<file path="config.mk">
export PLATFORM = sky130hd
export DESIGN_NAME = cic_comp_decimator
export DESIGN_NICKNAME = d
export VERILOG_FILES = /design/src/rtl/cicdec_pkg.sv /design/src/rtl/cicdec_integrators.sv /design/src/rtl/cicdec_combs.sv /design/src/rtl/cicdec_comp_fir.sv /design/src/rtl/cic_comp_decimator.sv
export SDC_FILE = /design/constraint.sdc
export NUM_CORES = 2
export LEC_CHECK = 0
export BUFFER_PORTS_ARGS = -buffer_cell sky130_fd_sc_hd__buf_2
export CAP_MARGIN = 20
export CELL_PAD_IN_SITES_DETAIL_PLACEMENT = 1
export CELL_PAD_IN_SITES_GLOBAL_PLACEMENT = 2
export CORE_ASPECT_RATIO = 0.9
export CORE_MARGIN = 1.5
export CORE_UTILIZATION = 43
export CTS_CLUSTER_DIAMETER = 30
export DETAILED_ROUTE_END_ITERATION = 10
export GPL_ROUTABILITY_DRIVEN = 0
export GPL_TIMING_DRIVEN = 1
export PLACE_DENSITY_LB_ADDON = 0.1
export SETUP_SLACK_MARGIN = 0.2
export SYNTH_ARGS = -nofsm -noshare
export SYNTH_HDL_FRONTEND = slang
export SYNTH_SLANG_ARGS = --single-unit
</file>
<file path="constraint.sdc">
create_clock -name clk -period 10.1 [get_ports clk]
set_clock_uncertainty 0.15 [all_clocks]
set_input_delay 1.01 -clock clk [delete_from_list [all_inputs] [get_ports clk]]
set_output_delay 1.01 -clock clk [all_outputs]
set_load 0.02 [all_outputs]
</file>
<file path="src/rtl/cicdec_pkg.sv">
package cicdec_pkg;

  // Compensation tap value, scaled by 2^14, symmetric about the centre tap.
  function automatic int comp_coef(int k, int taps);
    int d;
    int mag;
    d = k - (taps - 1) / 2;
    if (d < 0) d = -d;
    if (d == 0) return 20480;
    if (d == 1) return -2048;
    if (d == 2) return 512;
    mag = 64 >> (d / 4);
    return (d % 2 == 1) ? -mag : mag;
  endfunction

endpackage

</file>
<file path="src/rtl/cicdec_integrators.sv">
module cicdec_integrators #(
  parameter int IN_W   = 16,
  parameter int ACC_W  = 32,
  parameter int STAGES = 4,
  parameter int R_LOG2 = 4
) (
  input  logic                     clk,
  input  logic                     rst,
  input  logic                     in_valid,
  input  logic signed [IN_W-1:0]   in_data,
  output logic                     dec_valid,
  output logic signed [ACC_W-1:0]  dec_data
);

  logic [R_LOG2-1:0] phase_q;

  for (genvar s = 0; s < STAGES; s++) begin : g_int
    logic signed [ACC_W-1:0] acc_r;
    logic signed [ACC_W-1:0] sum;
    if (s == 0) begin : g_head
      assign sum = acc_r + ACC_W'(in_data);
    end else begin : g_tail
      assign sum = acc_r + g_int[s-1].sum;
    end
    always_ff @(posedge clk) begin
      if (rst)           acc_r <= '0;
      else if (in_valid) acc_r <= sum;
    end
  end

  always_ff @(posedge clk) begin
    if (rst) begin
      phase_q   <= '0;
      dec_valid <= 1'b0;
      dec_data  <= '0;
    end else begin
      dec_valid <= 1'b0;
      if (in_valid) begin
        phase_q <= phase_q + 1'b1;
        if (phase_q == '1) begin
          dec_valid <= 1'b1;
          dec_data  <= g_int[STAGES-1].sum;
        end
      end
    end
  end

  AST_PHASE_HOLD: assert property (@(posedge clk) disable iff (rst)
    !in_valid |=> $stable(phase_q));

endmodule

</file>
<file path="src/rtl/cicdec_combs.sv">
module cicdec_combs #(
  parameter int ACC_W  = 32,
  parameter int STAGES = 4
) (
  input  logic                     clk,
  input  logic                     rst,
  input  logic                     dec_valid,
  input  logic signed [ACC_W-1:0]  dec_data,
  output logic                     cic_valid,
  output logic signed [ACC_W-1:0]  cic_data
);

  for (genvar s = 0; s < STAGES; s++) begin : g_comb
    logic signed [ACC_W-1:0] stage_in;
    logic signed [ACC_W-1:0] dly_r;
    logic signed [ACC_W-1:0] diff;
    if (s == 0) begin : g_head
      assign stage_in = dec_data;
    end else begin : g_tail
      assign stage_in = g_comb[s-1].diff;
    end
    assign diff = stage_in - dly_r;
    always_ff @(posedge clk) begin
      if (rst)            dly_r <= '0;
      else if (dec_valid) dly_r <= stage_in;
    end
  end

  always_ff @(posedge clk) begin
    if (rst) begin
      cic_valid <= 1'b0;
      cic_data  <= '0;
    end else begin
      cic_valid <= dec_valid;
      if (dec_valid) cic_data <= g_comb[STAGES-1].diff;
    end
  end

  AST_CIC_PULSE: assert property (@(posedge clk) disable iff (rst)
    cic_valid |=> !cic_valid);

endmodule

</file>
<file path="src/rtl/cicdec_comp_fir.sv">
module cicdec_comp_fir
  import cicdec_pkg::*;
#(
  parameter int DATA_W = 32,
  parameter int COEF_W = 16,
  parameter int TAPS   = 45,
  parameter int OUT_W  = 16,
  parameter int SHIFT  = 30
) (
  input  logic                     clk,
  input  logic                     rst,
  input  logic                     in_valid,
  input  logic signed [DATA_W-1:0] in_data,
  output logic                     out_valid,
  output logic signed [OUT_W-1:0]  out_data
);

  localparam int HALF   = (TAPS - 1) / 2;
  localparam int AW     = $clog2(TAPS + 1);
  localparam int DEPTH  = 1 << AW;
  localparam int FW     = $clog2(TAPS + 1);
  localparam int KW     = $clog2(HALF + 1);
  localparam int PRE_W  = DATA_W + 1;
  localparam int PROD_W = PRE_W + COEF_W;
  localparam int ACC_W  = PROD_W + $clog2(HALF + 1);
  localparam logic signed [ACC_W-1:0] RND  = {{(ACC_W-1){1'b0}}, 1'b1} << (SHIFT - 1);
  localparam logic signed [ACC_W-1:0] OMAX = {{(ACC_W-OUT_W+1){1'b0}}, {(OUT_W-1){1'b1}}};
  localparam logic signed [ACC_W-1:0] OMIN = {{(ACC_W-OUT_W+1){1'b1}}, {(OUT_W-1){1'b0}}};

  logic signed [COEF_W-1:0] coef_rom [HALF+1];
  for (genvar g = 0; g <= HALF; g++) begin : g_coef
    assign coef_rom[g] = COEF_W'(comp_coef(g, TAPS));
  end

  // Two copies of the delay line give two reads per cycle for the pre-add.
  logic signed [DATA_W-1:0] mem_a [DEPTH];
  logic signed [DATA_W-1:0] mem_b [DEPTH];
  logic signed [DATA_W-1:0] rd_a, rd_b;
  logic [AW-1:0] wptr_q, base_q, raddr_a, raddr_b;
  logic [FW-1:0] fill_q, nfill_q;
  logic [KW-1:0] kidx_q, s1_k;
  logic half_q, busy_q, start;
  logic s1_vld, s1_use_a, s1_use_b;
  logic s2_vld, s2_first, s2_last, s3_done;
  logic signed [PRE_W-1:0]  pre_s;
  logic signed [PROD_W-1:0] prod_q;
  logic signed [ACC_W-1:0]  acc_q, biased, scaled;
  logic signed [OUT_W-1:0]  sat_v;

  assign start   = in_valid && half_q;
  assign raddr_a = base_q - AW'(kidx_q);
  assign raddr_b = base_q - AW'(TAPS - 1) + AW'(kidx_q);

  always_ff @(posedge clk) begin
    if (in_valid) begin
      mem_a[wptr_q] <= in_data;
      mem_b[wptr_q] <= in_data;
    end
    rd_a <= mem_a[raddr_a];
    rd_b <= mem_b[raddr_b];
  end

  always_comb begin
    pre_s  = (s1_use_a ? PRE_W'(rd_a) : '0) + (s1_use_b ? PRE_W'(rd_b) : '0);
    biased = acc_q + RND;
    scaled = biased >>> SHIFT;
    if (scaled > OMAX)      sat_v = OMAX[OUT_W-1:0];
    else if (scaled < OMIN) sat_v = OMIN[OUT_W-1:0];
    else                    sat_v = scaled[OUT_W-1:0];
  end

  always_ff @(posedge clk) begin
    if (rst) begin
      wptr_q <= '0; base_q <= '0; fill_q <= '0; nfill_q <= '0;
      half_q <= 1'b0; busy_q <= 1'b0; kidx_q <= '0;
      s1_vld <= 1'b0; s1_k <= '0; s1_use_a <= 1'b0; s1_use_b <= 1'b0;
      s2_vld <= 1'b0; s2_first <= 1'b0; s2_last <= 1'b0; prod_q <= '0;
      s3_done <= 1'b0; acc_q <= '0;
      out_valid <= 1'b0; out_data <= '0;
    end else begin
      if (in_valid) begin
        wptr_q <= wptr_q + 1'b1;
        half_q <= ~half_q;
        if (fill_q != FW'(TAPS)) fill_q <= fill_q + 1'b1;
      end
      if (start) begin
        busy_q  <= 1'b1;
        base_q  <= wptr_q;
        kidx_q  <= '0;
        nfill_q <= (fill_q == FW'(TAPS)) ? fill_q : fill_q + 1'b1;
      end else if (busy_q) begin
        kidx_q <= kidx_q + 1'b1;
        if (kidx_q == KW'(HALF)) busy_q <= 1'b0;
      end
      // stage 1: taps read from RAM, masked when older than the fill level
      s1_vld   <= busy_q;
      s1_k     <= kidx_q;
      s1_use_a <= int'(kidx_q) < int'(nfill_q);
      s1_use_b <= ((TAPS - 1 - int'(kidx_q)) < int'(nfill_q)) && (kidx_q != KW'(HALF));
      // stage 2: pre-add and multiply
      s2_vld   <= s1_vld;
      s2_first <= (s1_k == '0);
      s2_last  <= (s1_k == KW'(HALF));
      prod_q   <= PROD_W'(pre_s) * PROD_W'(coef_rom[s1_k]);
      // stage 3: accumulate
      s3_done  <= s2_vld && s2_last;
      if (s2_vld) acc_q <= (s2_first ? '0 : acc_q) + ACC_W'(prod_q);
      // stage 4: round, saturate, present
      out_valid <= s3_done;
      if (s3_done) out_data <= sat_v;
    end
  end

  AST_MAC_FREE: assert property (@(posedge clk) disable iff (rst)
    start |-> !busy_q);
  AST_OUT_PULSE: assert property (@(posedge clk) disable iff (rst)
    out_valid |=> !out_valid);
  AST_SAT_HIGH: assert property (@(posedge clk) disable iff (rst)
    (s3_done && scaled > OMAX) |=> (out_data == OMAX[OUT_W-1:0]));

endmodule

</file>
<file path="src/rtl/cic_comp_decimator.sv">
module cic_comp_decimator #(
  parameter int IN_W      = 16,
  parameter int OUT_W     = 16,
  parameter int R_LOG2    = 4,
  parameter int STAGES    = 4,
  parameter int TAPS      = 45,
  parameter int COEF_W    = 16,
  parameter int COEF_FRAC = 14
) (
  input  logic                    clk,
  input  logic                    rst,
  input  logic                    in_valid,
  input  logic signed [IN_W-1:0]  in_data,
  output logic                    out_valid,
  output logic signed [OUT_W-1:0] out_data
);

  localparam int CIC_W = IN_W + STAGES * R_LOG2;
  localparam int SHIFT = STAGES * R_LOG2 + COEF_FRAC;

  logic                    dec_valid, cic_valid;
  logic signed [CIC_W-1:0] dec_data, cic_data;

  cicdec_integrators #(.IN_W(IN_W), .ACC_W(CIC_W), .STAGES(STAGES), .R_LOG2(R_LOG2)) u_int (
    .clk(clk), .rst(rst), .in_valid(in_valid), .in_data(in_data),
    .dec_valid(dec_valid), .dec_data(dec_data));

  cicdec_combs #(.ACC_W(CIC_W), .STAGES(STAGES)) u_comb (
    .clk(clk), .rst(rst), .dec_valid(dec_valid), .dec_data(dec_data),
    .cic_valid(cic_valid), .cic_data(cic_data));

  cicdec_comp_fir #(.DATA_W(CIC_W), .COEF_W(COEF_W), .TAPS(TAPS), .OUT_W(OUT_W),
                    .SHIFT(SHIFT)) u_fir (
    .clk(clk), .rst(rst), .in_valid(cic_valid), .in_data(cic_data),
    .out_valid(out_valid), .out_data(out_data));

endmodule

</file>
# Word level (Yosys, flattened, before mapping)
# Memory sizes are Yosys's and may differ from the RTL's. A register that Yosys moved wholly into a read port is not among the register bits.
# Index checks and enable logic that the tools add are counted.
[word_totals]
reg_bits = 489
ram_bits = 4096
romBits = 512
in_bits = 19
output_inout_bits = 17
word_cells = 91
memories = 3
[memory_table]
columns = ["memory", "depth", "width", "read_ports", "rd_clocked_by_memory_dff", "write_ports", "line", "source"]
rows = [
  ["u_fir.mem_a", 64, 32, 1, 1, 1, "cicdec_comp_fir.sv:36", "logic signed [DATA_W-1:0] mem_a [DEPTH];"],
  ["u_fir.mem_b", 64, 32, 1, 1, 1, "cicdec_comp_fir.sv:37", "logic signed [DATA_W-1:0] mem_b [DEPTH];"],
  ["(no name shown)", 32, 16, 1, 0, 0, "cicdec_comp_fir.sv:104", "prod_q <= PROD_W'(pre_s) * PROD_W'(coef_rom[s1_k]);"],
]
[classes]
n_addsub = 19
multipliers = 1
magnitude_cmp = 5
n_eq_ne = 6
muxes = 14
bitwise_logic = 3
reduce_logical = 8
[ops]
columns = ["cell", "count"]
rows = [
  ["$sub A32 B32 Y32", 4],
  ["$add A32 B32 Y32", 3],
  ["$mux W33", 2],
  ["$mux W16", 4],
  ["$add A54 B31 Y54 const B", 1],
  ["$add A54 B54 Y54", 1],
  ["$mux W54", 1],
  ["$mul A33 B16 Y49", 1],
  ["$add A33 B33 Y33", 1],
  ["$add A32 B16 Y32", 1],
  ["$lt A32 B7 Y1", 1],
  ["$gt A24 B16 Y1 const B", 1],
  ["$lt A24 B16 Y1 const B", 1],
  ["$add A6 B1 Y6 const B", 2],
  ["$eq A5 B5 Y1 const B", 2],
  ["$sub A6 B5 Y7 const A", 1],
  ["$add A6 B5 Y6", 1],
  ["$eq A6 B6 Y1 const B", 1],
  ["$ge A6 B6 Y1 const B", 1],
  ["$lt A5 B6 Y1", 1],
  ["$mux W1", 6],
  ["$mux W6", 1],
  ["$ne A6 B6 Y1 const B", 1],
  ["$not A5 Y6", 1],
  ["other kinds (11)", 16],
]

# Longest topological paths before layout
[logic_depth]
depth_word = 5
ltp_mapped = 45
ltp_nobuf = 44

# By module
# From an unflattened synthesis, not the netlist that was laid out.
[unflattened]
cells_unflattened = 10291
hier_area_um2 = 147746.7
[modules_own_cells]
columns = ["mod", "n_inst", "cells_per_inst", "area_per_inst_um2"]
rows = [
  ["cicdec_comp_fir", 1, 7343, 123522.2],
  ["cicdec_integrators", 1, 1454, 12127.9],
  ["cicdec_combs", 1, 1494, 12096.6],
]

# Worst setup path after synthesis
# Ideal clock, no wire load.
[synth_path]
path_type = "flip-flop to flip-flop"
startpoint = "register u_fir.s1_use_a"
endpoint = "register u_fir.prod_q[46]"
setup_ns = 0.128
arrival_ns = 9.099
t_required_ns = 9.822
path_slack_ns = 0.723
path_stages_with_launch = 41
synth_period_minus_slack_ns = 9.377
cell_sequence = "dfxtp_1 > clkbuf_1 > and2_1 > ha_1 > inv_1 > fa_1 > nor2b_1 > o21ai_1 > a21boi_1 > o21ai_1 > a21oi_1 > a31oi_1 > o21ai_1 > a21o_1 > o21ai_1 > o21bai_1 > a21oi_1 > xnor2_1 > (+5 left out) > fa_1 > fa_1 > fa_1 > inv_1 > fa_1 > inv_1 > ha_1 > a21o_1 > a21o_1 > a21oi_1 > a21boi_0 > a41o_1 > a221o_1 > a21oi_2 > nor2_1 > o32ai_1 > xor2_1 > nor2_1"
[synth_between]
elab_chain_len = 3
[synth_lines]
columns = ["element", "line", "source"]
rows = [
  ["start, declared", "cicdec_comp_fir.sv:43", "logic s1_vld, s1_use_a, s1_use_b;"],
  ["start signal, assigned", "cicdec_comp_fir.sv:98", "s1_use_a <= int'(kidx_q) < int'(nfill_q);"],
  ["$mux W33", "cicdec_comp_fir.sv:64", "pre_s = (s1_use_a ? PRE_W'(rd_a) : '0) + (s1_use_b ? PRE_W'(rd_b) : '0);"],
  ["$add A33 B33 Y33", "cicdec_comp_fir.sv:64", ""],
  ["$mul A33 B16 Y49", "cicdec_comp_fir.sv:104", ""],
  ["end signal, assigned", "cicdec_comp_fir.sv:104", ""],
  ["end, declared", "cicdec_comp_fir.sv:46", "logic signed [PROD_W-1:0] prod_q;"],
]
# Every way passes these cells.
# A chain may end at the register's enable or synchronous reset.

# Worst setup path in the final report
[layout_path]
startpoint = "register u_fir.s1_use_b"
endpoint = "register u_fir.prod_q[45]"
[layout_between]
elab_chain_len = 3
[layout_lines]
columns = ["element", "line", "source"]
rows = [
  ["start, declared", "cicdec_comp_fir.sv:43", ""],
  ["start signal, assigned", "cicdec_comp_fir.sv:99", "s1_use_b <= ((TAPS - 1 - int'(kidx_q)) < int'(nfill_q)) && (kidx_q != KW'(HALF));"],
  ["$mux W33", "cicdec_comp_fir.sv:64", ""],
  ["$add A33 B33 Y33", "cicdec_comp_fir.sv:64", ""],
  ["$mul A33 B16 Y49", "cicdec_comp_fir.sv:104", ""],
]
# Every way passes these cells.

==> flow_summary.toml <==
[timing]
fmax_mhz = 106
period_share = 0.938
whs_ns = 0.260
tightest_slew_ns = 1.27
grt_setup_unrepaired = "no"
maxSlewHeadroom = 0.147
tns_ns = 0
setup_ws_ns = 0.630
drv_slew = 0
hold_viol_final = 0
min_period_ns = 9.47
finalSetupViolations = 0

[grt]
grtUsageTotal = 0.266
grt_pass1_wl_um = 673000
grt_pass1_vias = 97320
grt_max_degree = 189
overflow = 0
grt_antenna_before_repair = 46

[logic_synthesis]
syn_avg_cell_area_um2 = 14.5
synth.cell_area_um2 = 145000
ys_seq_area_frac = 0.499
synth-seq-cells = 2599
synth_warnings = 0
ys_async_sr_fraction = 0
synth_cell_type_count = 92
post-synth-top-area-cell = "edfxtp_1"
syn-num-nets = 10972
yosys-top-cells-area = "edfxtp_1, mux4_2, dfxtp_1"
synth_edf_count = 2048
synthCells = 10006
ys.flop_type = "edfxtp_1"
synth_top_area_frac = 0.423

[worst_setup_path]
path_delay_family = "adder cells"
critPathArrivalTime_ns = 10.26
path_common_cell = "fa_1"
r2r_start = "u_fir.s1_use_b"
slowest_stage = "fa_1"
critical_path.startpoint = "u_fir.s1_use_b"
startpoint_type = "register"
worst-path-buf-inv = 10
path_class = "register to register"
worstSetupEndpointType = "register"
crit_required_ns = 10.89
cpPeakStageDelay_ns = 0.56
crit_fanout = 23

[floorplan]
io_pins = 36
placementRows = 202
initial_core_util = 0.432
die_h_um = 555
design.core.area_um2 = 336000
die_x_um = 616
dieArea_um2 = 342000

[power]
pwr-share-clk = 0.511
pwr-share-seq = 0.328
p_sw_mw = 9.96
pwr_density_cell_nw_per_um2 = 207
ir_drop_v = 0.000228
p_int_mw = 25.6
power_frac_comb = 0.160
leakagePower_nw = 63.9
switching_share = 0.280

[min_path]
hold_class = "register to register"
min_from = "u_fir.s2_last"

[final_layout]
area_growth_pct = 18.1
nets = 11311
stdcell_count = 15329
final_common_cell = "edfxtp_1"
drive_above_1_share = 0.248
postLayoutCoreUtil = 0.510
most-common-layout-cells = "edfxtp_1, mux4_2, inv_1"

[clock_tree]
postCtsHoldBufs = 0
cts_tree = "yes"
clk_pin_slew_ns = 0.05
cts_buffer_depth = 4
clk_latency_ns = 1.03
cts_buffers = 567
htree_levels = 6
numClockSinks = 2599
root_buffer = "clkbuf_16"

[placement]
pre_cts_slack_ns = -0.330
port_buffers = 35
dpl.hpwl_um = 290000
dp.cells = 14224

[detailed_routing]
drc = 0
totalWireLength_um = 456000
wl_per_cell_um = 29.8
drt_iter0_drc = 8640
vias = 92100
postRouteAntennaNets = 0
first_pass_iters = 5
viasPerCell = 6.01

[status]
status = "complete, no violations"

[flow_run]
cap_violations = 0
sequential cells by signal (all words and copies together), names as in the netlist, 32 cells and up:
signal and flops:
u_fir.prod_q 48, u_fir.rd_b 32, u_comb.cic_data 32, u_int.g_int.acc_r 128
u_fir.mem_a 128, u_fir.acc_q 53, u_int.dec_data 32, u_fir.rd_a 32
u_comb.g_comb.dly_r 128, u_fir.mem_b 1920
cells by family (layout without fill, tap and decap cells):
kind of cell    Yosys count  count (layout)  share of synthesized area
simple gates           1909            1909                     0.0608
other cells               0              31                          0
xor+xnor                412             412                     0.0251
compound gates         1234            1234                     0.0546
fa+ha+maj               947             947                      0.105
buf+inv                1274            2078                     0.0329
flops                  2599            2599                      0.499
mux                    1631            1631                      0.222
cell type report:
type | count | area (um^2)
Timing Repair Buffer | 287 | 2620
Sequential cell | 2599 | 72600
Clock buffer | 685 | 15100
Inverter | 757 | 2850
Multi-Input combinational cell | 6133 | 68900
Tap cell | 4488 | 5620
Antenna cell | 31 | 77.6
Fill cell | 32175 | 165000
Clock inverter | 349 | 3910
power by group through the flow:
stage | Clock (mW) | Sequential (mW) | Combinational (mW)
3_3_place_gp | 0 | 11.9 | 5.56
6_report | 18.2 | 11.7 | 5.71
5_1_grt | 18.9 | 11.7 | 6.37
2_1_floorplan | 0 | 11.9 | 4.15
3_5_place_dp | 0 | 11.9 | 5.65
4_1_cts | 18.5 | 11.7 | 5.72
through the flow:
step / cell area, um^2 / total power, mW
3_3_place_gp: 152000 / 17.4
3_5_place_dp: 152000 / 17.5
2_1_floorplan: 145000 / 16.0
4_1_cts: 171000 / 35.9
6_report: 172000 / 35.6
5_1_grt: 172000 / 37.0
cell usage after synthesis (11+ instances only):
cell type,number
fa_1,460
and3_1,50
a21o_1,184
o21ai_1,42
and4_1,14
nor2_1,750
mux2i_1,349
a31o_2,12
inv_1,756
nand2_1,456
a211oi_1,119
and2_1,104
nor3_1,86
nand2b_1,58
ha_1,487
o21ai_0,134
nor3b_1,11
nand3_1,66
buf_1,116
xor2_1,125
xnor2_1,282
clkbuf_1,399
mux4_2,1280
or2_2,11
nand4_1,48
a31oi_1,38
a21boi_0,11
edfxtp_1,2048
or3_1,22
o211ai_1,14
dfxtp_1,551
o21a_1,42
o31ai_1,21
a21oi_1,440
nor2b_1,196
o21bai_1,59
metal layers:
layer,part of all wire,global-route usage,up-vias
met4,0.030,0.0858,26
li1,-,-,39049
met2,0.46,0.418,3682
met3,0.085,0.0588,775
met5,0.00038,0,-
met1,0.42,0.369,48568
worst paths after layout:
path              slack, ns          endpoint  depth (start not counted)
setup reg to reg       0.63  u_fir.prod_q[45]                         40
setup / recovery       0.63  u_fir.prod_q[45]                         40
hold / removal         0.26     u_fir.s3_done                          1
hold reg to reg        0.26     u_fir.s3_done                          1
what timing repair did:
item	4_1_cts	5_1_grt
gates resized for setup	7	39
pin swaps	0	13
buffers inserted	0	16
endpoints found under the setup margin	6	19
Note: power is estimated with default switching activity, not from simulation.
